--- src/rtl/svlm_pkg.sv ---
package svlm_pkg;
  localparam int REG_W    = 8;
  localparam int FLAG_BIT = 7;
  localparam int IE_BIT   = 6;
endpackage

--- src/rtl/svlm_sync.sv ---
module svlm_sync #(
  parameter int W      = 7,
  parameter int STAGES = 2
) (
  input  logic         clk,
  input  logic         rst_n,
  input  logic [W-1:0] d,
  output logic [W-1:0] q
);
  logic [W-1:0] stg [STAGES];

  generate
    for (genvar i = 0; i < STAGES; i++) begin : g_stage
      if (i == 0) begin : g_first
        always_ff @(posedge clk) begin
          if (!rst_n) stg[0] <= '0;
          else        stg[0] <= d;
        end
      end else begin : g_next
        always_ff @(posedge clk) begin
          if (!rst_n) stg[i] <= '0;
          else        stg[i] <= stg[i-1];
        end
      end
    end
  endgenerate

  assign q = stg[STAGES-1];
endmodule

--- src/rtl/svlm_ctrl.sv ---
module svlm_ctrl
  import svlm_pkg::*;
#(
  parameter int SEL_W = 3
) (
  input  logic             clk,
  input  logic             rst_n,
  input  logic             wr_en,
  input  logic [REG_W-1:0] wr_data,
  output logic [SEL_W-1:0] sel_q,
  output logic             ie_q,
  output logic             lvl_change,
  output logic             sw_clear
);
  logic [SEL_W-1:0] new_sel;
  assign new_sel = wr_data[SEL_W-1:0];

  always_ff @(posedge clk) begin
    if (!rst_n) begin
      sel_q <= '0;
      ie_q  <= 1'b0;
    end else if (wr_en) begin
      sel_q <= new_sel;
      ie_q  <= wr_data[IE_BIT];
    end
  end

  // Event strobes for the flag: a code change, and a write of zero to the flag bit.
  assign lvl_change = wr_en && (new_sel != sel_q);
  assign sw_clear   = wr_en && !wr_data[FLAG_BIT];

  p_write_holds_sel_r2: assert property (@(posedge clk) disable iff (!rst_n)
    wr_en |=> (sel_q == $past(new_sel)));
endmodule

--- src/rtl/svlm_level_pick.sv ---
module svlm_level_pick #(
  parameter int SEL_W = 3,
  parameter int NLVL  = 7
) (
  input  logic [SEL_W-1:0] sel,
  input  logic [NLVL-1:0]  below_s,
  output logic             hit
);
  logic [NLVL:0] padded;
  // Code 0 indexes a constant zero, so the monitor is off there.
  assign padded = {below_s, 1'b0};
  assign hit    = padded[sel];
endmodule

--- src/rtl/svlm_flag.sv ---
module svlm_flag #(
  parameter int SEL_W = 3
) (
  input  logic             clk,
  input  logic             rst_n,
  input  logic             hit,
  input  logic             lvl_change,
  input  logic             sw_clear,
  input  logic [SEL_W-1:0] sel_q,
  output logic             flag_q
);
  logic flag_d;

  always_comb begin
    if (lvl_change || sw_clear) flag_d = 1'b0;
    else                        flag_d = hit;
  end

  always_ff @(posedge clk) begin
    if (!rst_n) flag_q <= 1'b0;
    else        flag_q <= flag_d;
  end

  p_level_change_clears_r10: assert property (@(posedge clk) disable iff (!rst_n)
    lvl_change |=> !flag_q);
  p_sw_write_zero_clears_r8: assert property (@(posedge clk) disable iff (!rst_n)
    sw_clear |=> !flag_q);
  p_auto_clear_r5: assert property (@(posedge clk) disable iff (!rst_n)
    !hit |=> !flag_q);
  p_set_when_below_r4: assert property (@(posedge clk) disable iff (!rst_n)
    (hit && !lvl_change && !sw_clear) |=> flag_q);
  p_disabled_clear_r6: assert property (@(posedge clk) disable iff (!rst_n)
    (sel_q == '0) |-> !flag_q);
endmodule

--- src/rtl/supply_mon.sv ---
module supply_mon
  import svlm_pkg::*;
#(
  parameter int SEL_W       = 3,
  parameter int SYNC_STAGES = 2,
  localparam int NLVL       = (1 << SEL_W) - 1
) (
  input  logic             clk,
  input  logic             rst_n,
  input  logic [NLVL-1:0]  below_raw,
  input  logic             wr_en,
  input  logic [REG_W-1:0] wr_data,
  output logic [REG_W-1:0] rd_data,
  output logic             irq
);
  logic [NLVL-1:0]  below_s;
  logic [SEL_W-1:0] sel_q;
  logic             ie_q, lvl_change, sw_clear, hit, flag_q;

  svlm_sync #(.W(NLVL), .STAGES(SYNC_STAGES)) u_sync (
    .clk(clk), .rst_n(rst_n), .d(below_raw), .q(below_s));

  svlm_ctrl #(.SEL_W(SEL_W)) u_ctrl (
    .clk(clk), .rst_n(rst_n), .wr_en(wr_en), .wr_data(wr_data),
    .sel_q(sel_q), .ie_q(ie_q), .lvl_change(lvl_change), .sw_clear(sw_clear));

  svlm_level_pick #(.SEL_W(SEL_W), .NLVL(NLVL)) u_pick (
    .sel(sel_q), .below_s(below_s), .hit(hit));

  svlm_flag #(.SEL_W(SEL_W)) u_flag (
    .clk(clk), .rst_n(rst_n), .hit(hit), .lvl_change(lvl_change),
    .sw_clear(sw_clear), .sel_q(sel_q), .flag_q(flag_q));

  always_comb begin
    rd_data                = '0;
    rd_data[SEL_W-1:0]     = sel_q;
    rd_data[IE_BIT]        = ie_q;
    rd_data[FLAG_BIT]      = flag_q;
  end

  assign irq = flag_q & ie_q;

  p_irq_needs_level_r6: assert property (@(posedge clk) disable iff (!rst_n)
    irq |-> (sel_q != '0));
  p_irq_after_reset_r1: assert property (@(posedge clk)
    !rst_n |=> !irq);
endmodule

--- config.mk ---
export PLATFORM = sky130hd
export DESIGN_NAME = supply_mon
export DESIGN_NICKNAME = d
export VERILOG_FILES = /design/src/rtl/svlm_pkg.sv /design/src/rtl/svlm_sync.sv /design/src/rtl/svlm_ctrl.sv /design/src/rtl/svlm_level_pick.sv /design/src/rtl/svlm_flag.sv /design/src/rtl/supply_mon.sv
export SDC_FILE = /design/constraint.sdc
export NUM_CORES = 1
export LEC_CHECK = 0
export ABC_CLOCK_PERIOD_IN_PS = 1400
export BUFFER_PORTS_ARGS = -buffer_cell sky130_fd_sc_hd__clkbuf_2
export CAP_MARGIN = 20
export CELL_PAD_IN_SITES_DETAIL_PLACEMENT = 0
export CELL_PAD_IN_SITES_GLOBAL_PLACEMENT = 1
export CORE_ASPECT_RATIO = 1.25
export CORE_UTILIZATION = 32
export DETAILED_ROUTE_END_ITERATION = 12
export PLACE_DENSITY = 0.71
export SLEW_MARGIN = 0
export SYNTH_ARGS = -nofsm -noshare
export SYNTH_HDL_FRONTEND = slang
export SYNTH_HIERARCHICAL = 1
export SYNTH_SLANG_ARGS = --single-unit
--- constraint.sdc ---
create_clock -name clk -period 1.4 [get_ports clk]
set_input_delay 0.21 -clock clk [delete_from_list [all_inputs] [get_ports clk]]
set_output_delay 0.21 -clock clk [all_outputs]
set_load 0.02 [all_outputs]
==> results of run 1 <==
layer usage:
layer / wire length (um) / vias to the layer above / share of wire [%] / GRT usage (%)
li1: - / 227 / - / -
met2: 417 / 21 / 45 / 14.5
met3: 72 / 2 / 7.8 / 2.94
met1: 423 / 183 / 46 / 8.59
met5: 0 / - / 0 / 0
met4: 8 / 0 / 0.87 / 6.49
cells by family (layout without fill, tap and decap cells):
logic type      after synthesis  in the layout
simple gates                 22             22
flops                        19             19
buf+inv                       7             25
mux                           8              8
compound gates                1              1
other cells                   1              3
xor+xnor                      3              3
cell usage in the layout (no fill, tap or decap), drive strengths merged:
cell    netlist  routed
and2         16      16
and4bb        1       1
buf           7       1
clkbuf        0      24
conb          1       3
dfxtp        19      19
mux2          3       3
mux2i         4       4
mux4          1       1
nor2b         5       5
o31a          1       1
xor2          3       3
power breakdown:
group | internal [W] | leakage (nW) | switching [W]
Clock | 0.000111 | 0.0150 | 0.000149
Combinational | 0.0000570 | 0.235 | 0.0000453
Sequential | 0.000565 | 0.158 | 0.0000123
Total | 0.000733 | 0.408 | 0.000207
worst min-delay path by stage:
stage,start,endpoint,slack [ns],depth (start not counted)
finish,below_raw[1],u_sync/stg[0][1],0.13,2
global route,below_raw[1],u_sync/stg[0][1],0.11,2
CTS,below_raw[2],u_sync/stg[0][2],0.13,2
detailed placement,u_sync/stg[0][3],u_sync/stg[1][3],0.42,1
global placement,u_sync/stg[0][3],u_sync/stg[1][3],0.42,1
floorplan,rst_n,u_ctrl/sel_q[2],0.34,1
per-stage QoR:
stage / total power (W) / worst slack [ns] / util (%)
floorplan: 0.000669 / -0.0822 / -
global placement: 0.000693 / -0.0326 / 40.6
detailed placement: 0.000695 / -0.0519 / 40.6
CTS: 0.000957 / -0.0654 / 41.8
global route: 0.000997 / -0.0895 / 41.8
finish: 0.000940 / -0.0600 / 41.8
worst max-delay path, cell delays in order, from the launching register on:
cell	delay, ns
sky130_fd_sc_hd__dfxtp_4	0.39
sky130_fd_sc_hd__mux2_4	0.30
sky130_fd_sc_hd__mux4_2	0.45
sky130_fd_sc_hd__and4bb_2	0.22
final cells by class:
cell class,instances,area (um^2)
timing repair buffer,21,108
clock buffer,4,26.3
fill,221,1200
sequential,19,384
multi-input combinational,37,312
tap,30,37.5
state kept, by name, indices dropped and copies added, names as in the netlist:
register,count
u_ctrl/ie_q,1
u_ctrl/sel_q,3
u_flag/flag_q,1
u_sync/stg,14
what timing repair did:
action | in CTS | in global routing
setup endpoints to repair | 1 | 1
pin swaps | 0 | 0
setup buffers | 0 | 0
hold buffers | 0 | 0
==> impl_metrics.yaml, run 1 <==
floorplan:
  die_height_um: 55.4
  initial_core_utilization_pct: 35.2
  floorplan.io_pins: 27
  fp.coreArea_um2: 2070
  die-area_um2: 2480
  chipWidth_um: 44.7
  std_cell_rows: 18
detailed_routing:
  route.antenna.remaining_nets: 0
  routed_wire_length_per_instance_um: 8.30
  via_count: 433
  drt-vias-per-instance: 3.90
  post-route-drc-count: 0
  drt_first_pass_iters: 3
  detail_route.iter0.violations: 2
  totalWireLength_um: 921
synthesis:
  syn_area_per_cell_um2: 12.0
  netlist_instances: 61
  synth_edf_count: 0
  synthAdderAreaFrac_pct: 0
  yosys_register_bits: 19
  post-synth-top-count-cell: "sky130_fd_sc_hd__dfxtp_1"
  synth_top_family_by_area: "simple AND/OR/NAND/NOR gates"
  ys_warn_count: 6
  post_synth_mux_area_share_pct: 13.2
  synth_area_leader_cell: "sky130_fd_sc_hd__dfxtp_1"
  syn_area_um2: 729
  synth_cell_types: 14
  cell_types_occupying_the_most_area_after_synthesis: "sky130_fd_sc_hd__dfxtp_1, sky130_fd_sc_hd__and2_2, sky130_fd_sc_hd__buf_4, sky130_fd_sc_hd__mux2i_1, sky130_fd_sc_hd__and2_1"
  post_synth_xor_xnor_area_pct: 3.60
  cell_types_with_the_highest_counts_after_synthesis: "sky130_fd_sc_hd__dfxtp_1, sky130_fd_sc_hd__and2_2, sky130_fd_sc_hd__buf_4"
  synth_sequential_area_ratio_pct: 52.1
  synth_simple_gate_area_share_pct: 21.6
  ys_dominant_reg_cell: "sky130_fd_sc_hd__dfxtp_1"
  synth.top_cell.area_share_pct: 52.1
  postSynth.asyncResetShare_pct: 0
  post_synthesis_compound_gate_area_fraction_pct: 1.20
global_routing:
  vias_in_the_first_global_route: 409
  grt_antenna_before_repair: 0
  global_route_wire_length_before_repair_um: 1540
  grt_start_max_net_pins: 20
  overflow: 0
  overall_routing_resource_usage_pct: 8.75
timing:
  fin_crit_ns: 1.46
  max_freq_mhz: 685
  totalNegativeSetupSlack_ns: -0.0600
  final-hold-violation-count: 0
  hold_ws_ns: 0.135
  final.setup.worst_slack_ns: -0.0600
  period_share_pct: 104
  grt_setup_unrepaired: "yes"
  finalMaxSlewViolations: 0
  worst_clock_skew_ns: 0.00487
  final-setup-viol-count: 1
clock_tree:
  ctsLongestPathBuffers: 2
  cts.htree.levels: 1
  clk_pin_slew_worst_paths_ns: 0.10
  cts_num_sinks: 19
  clk-insertion-delay-late_ns: 0.28
  cts-resized-gates: 0
  total_clock_buffers_created_by_cts: 3
  cts_tree: "built"
  clock-root-buffer: "sky130_fd_sc_hd__clkbuf_4"
finish:
  finished_layout_cell_area_um2: 867
  area.growth.synth_to_final_pct: 18.9
  final_non_filler_cell_total: 111
  diodes_inserted: 0
  layout_cell_share_with_drive_strength_beyond_1_pct: 50.6
  finish.net_count: 100
run_status:
  failed_checks: "negative setup slack"
  outcome: "finished with violations"
min_path:
  worstHoldPathType: "in -> reg"
place:
  gp_congestion: 0.640
  numPlacedInstances: 107
  count_of_buffers_inserted_at_the_top_level_ports: 20
  dpl_cell_area_um2: 841
pwr:
  irDropWorstVdd_uv: 579
  power.density_cell_area_nw_per_um2: 1080
  static-leakage-power_nw: 0.408
critical_path:
  timing_worst_setup_path_type: "reg -> reg"
  worst-endpoint-arrival_ns: 1.65
  worst_r2r_path_depth: 3
  crit_end: "u_flag/flag_q"
  critical_path_peak_fanout: 5
  rrSetupSlack_ns: -0.06
  reg2reg_to: "u_flag/flag_q"
  worst-endpoint-required_ns: 1.59
  startpoint_type: "flop"
  startpoint: "u_ctrl/sel_q[2]"
  critical_path.endpoint_type: "flop"
  reg2reg_from: "u_ctrl/sel_q[2]"
job:
  max_cap_violations: 0
(Power assumes the default switching activity.)
==> run 2, diff against run 1 <==
Settings changed: ABC_CLOCK_PERIOD_IN_PS 1400 to 1800, CORE_UTILIZATION 32 to 38, PLACE_DENSITY 0.71 to 0.79, RECOVER_POWER set to 25.
Clock period 1.4 ns to 1.8 ns, I/O delays scaled along.
==> impl_metrics.yaml, run 2 (synthesis gave the netlist of run 1 again) <==
timing:
  worst_clock_skew_ns: 0.00397
  max_freq_mhz: 624
  final-setup-viol-count: 0
  slew_headroom_pct: 64.5
  worstMarginPinSlew_ns: 0.532
  fin_crit_ns: 1.60
  grt_setup_unrepaired: "no"
  totalNegativeSetupSlack_ns: 0
  final-hold-violation-count: 0
  finalMaxSlewViolations: 0
  period_share_pct: 89.1
min_path:
  worstHoldPathType: "in -> reg"
  holdCritStartpoint: "below_raw[1]"
  hold_depth: 2
  timing.hold.worst_endpoint: "u_sync/stg[0][1]"
critical_path:
  critical_path_peak_fanout: 7
  cp_slowest_cell: "sky130_fd_sc_hd__dfxtp_1"
  cpPeakStageDelay_ns: 0.47
  timing_worst_setup_path_type: "reg -> reg"
  rrSetupSlack_ns: 0.20
  startpoint_type: "flop"
  worst-endpoint-required_ns: 1.99
  reg2reg_from: "u_ctrl/sel_q[2]"
  crit_chain: "mux2_2 > mux4_2 > and4bb_2"
  worst_r2r_path_depth: 3
  reg2reg_to: "u_flag/flag_q"
  worst-endpoint-arrival_ns: 1.80
  critical_path.endpoint_type: "flop"
place:
  numPlacedInstances: 95
  count_of_buffers_inserted_at_the_top_level_ports: 20
  gp_congestion: 0.578
  dpl_cell_area_um2: 805
global_routing:
  met1_usage_pct: 10.2
  overall_routing_resource_usage_pct: 9.74
  grt_start_max_net_pins: 20
  gr-usage-met2_pct: 15.9
  vias_in_the_first_global_route: 353
  global_route_wire_length_before_repair_um: 1350
  overflow: 0
  grt_util_met3_pct: 2.61
  top_usage_layer: "met2"
  grt_antenna_before_repair: 0
clock_tree:
  clock-root-buffer: "sky130_fd_sc_hd__clkbuf_4"
  clk-insertion-delay-late_ns: 0.29
  cts_tree: "built"
  ctsLongestPathBuffers: 2
  post_cts.repair.setup_buffers: 0
  total_clock_buffers_created_by_cts: 3
  clk_pin_slew_worst_paths_ns: 0.10
  postCtsHoldBufs: 0
  cts-resized-gates: 0
  cts_num_sinks: 19
  cts.htree.levels: 1
finish:
  finished_layout_cell_area_um2: 830
  largest_register: "u_sync/stg"
  utilization_pct: 46.4
  largest_register_ffs: 14
  area.growth.synth_to_final_pct: 13.7
  final_cell_mix: "sky130_fd_sc_hd__clkbuf_2, sky130_fd_sc_hd__dfxtp_1, sky130_fd_sc_hd__and2_2"
  finish.net_count: 99
  layout_cell_share_with_drive_strength_beyond_1_pct: 46.3
  final_non_filler_cell_total: 99
  final.fill_count: 179
  diodes_inserted: 0
  layout_top_registers: "u_sync/stg (14), u_ctrl/sel_q (3)"
detailed_routing:
  routed_wire_length_per_instance_um: 8.74
  via_count: 427
  route.antenna.remaining_nets: 0
  totalWireLength_um: 865
  drt-vias-per-instance: 4.31
  detail_route.iter0.violations: 2
  drt_first_pass_iters: 2
  post-route-drc-count: 0
floorplan:
  chipWidth_um: 41.2
  fp.coreArea_um2: 1790
  initial_core_utilization_pct: 40.8
  floorplan.io_pins: 27
  std_cell_rows: 17
  die_height_um: 51.0
  die-area_um2: 2100
pwr:
  power.density_cell_area_nw_per_um2: 880
  static-leakage-power_nw: 0.394
  irDropWorstVdd_uv: 561
job:
  max_cap_violations: 0
run_status:
  outcome: "finished, final reports clean"
[run 2: changes by cell type in the layout (fill, tap and decap cells not counted)]
cell / delta
sky130_fd_sc_hd__buf_4: -1
sky130_fd_sc_hd__clkbuf_1: +1
sky130_fd_sc_hd__clkbuf_2: -1
sky130_fd_sc_hd__dfxtp_1: +1
sky130_fd_sc_hd__dfxtp_4: -1
sky130_fd_sc_hd__mux2_1: +1
sky130_fd_sc_hd__mux2_2: +2
sky130_fd_sc_hd__mux2_4: -3
[run 2: critical path: cells and delay by family (launching register included)]
kind,cells,cell delay [ns]
flops,1,0.47
simple gates,1,0.23
mux,2,0.81
[run 2: layout make-up]
class	instances	area, um^2	share of cell area [%]
clock buffers	4	26.3	3.17
multi-input cells	37	300	36.2
flip-flops and latches	19	380	45.9
well taps	19	23.8	2.87
repair buffers	20	98.8	11.9
[run 2: how the worst max path moves through the flow]
stage / from / to / slack (ns) / cells after the start
after floorplan: u_ctrl/sel_q[2] / u_flag/flag_q / 0.14 / 3
after global placement: u_ctrl/sel_q[2] / u_flag/flag_q / 0.19 / 3
after detailed placement: u_ctrl/sel_q[2] / u_flag/flag_q / 0.19 / 3
after CTS: u_ctrl/sel_q[2] / u_flag/flag_q / 0.19 / 3
after global routing: u_ctrl/sel_q[2] / u_flag/flag_q / 0.12 / 3
final: u_ctrl/sel_q[2] / u_flag/flag_q / 0.20 / 3
[run 2: through the flow]
stage | setup WS [ns] | hold slack, ns | power, W
2_1_floorplan | 0.142 | 0.398 | 0.000517
3_3_place_gp | 0.194 | 0.417 | 0.000534
3_5_place_dp | 0.193 | 0.417 | 0.000535
4_1_cts | 0.185 | 0.185 | 0.000737
5_1_grt | 0.124 | 0.182 | 0.000766
6_report | 0.196 | 0.189 | 0.000730
[run 2: power breakdown]
group	total, W	internal (W)	switching, W
clock	0.000206	0.0000861	0.000120
sequential	0.000450	0.000440	0.00000967
combinational	0.0000738	0.0000401	0.0000337
total	0.000730	0.000566	0.000163
[run 2: layer usage]
layer  share of wire, %  up-vias
li1                   -      225
met5                  0        -
met1                 43      180
met2                 48       20
met4                2.2        0
met3                7.3        2
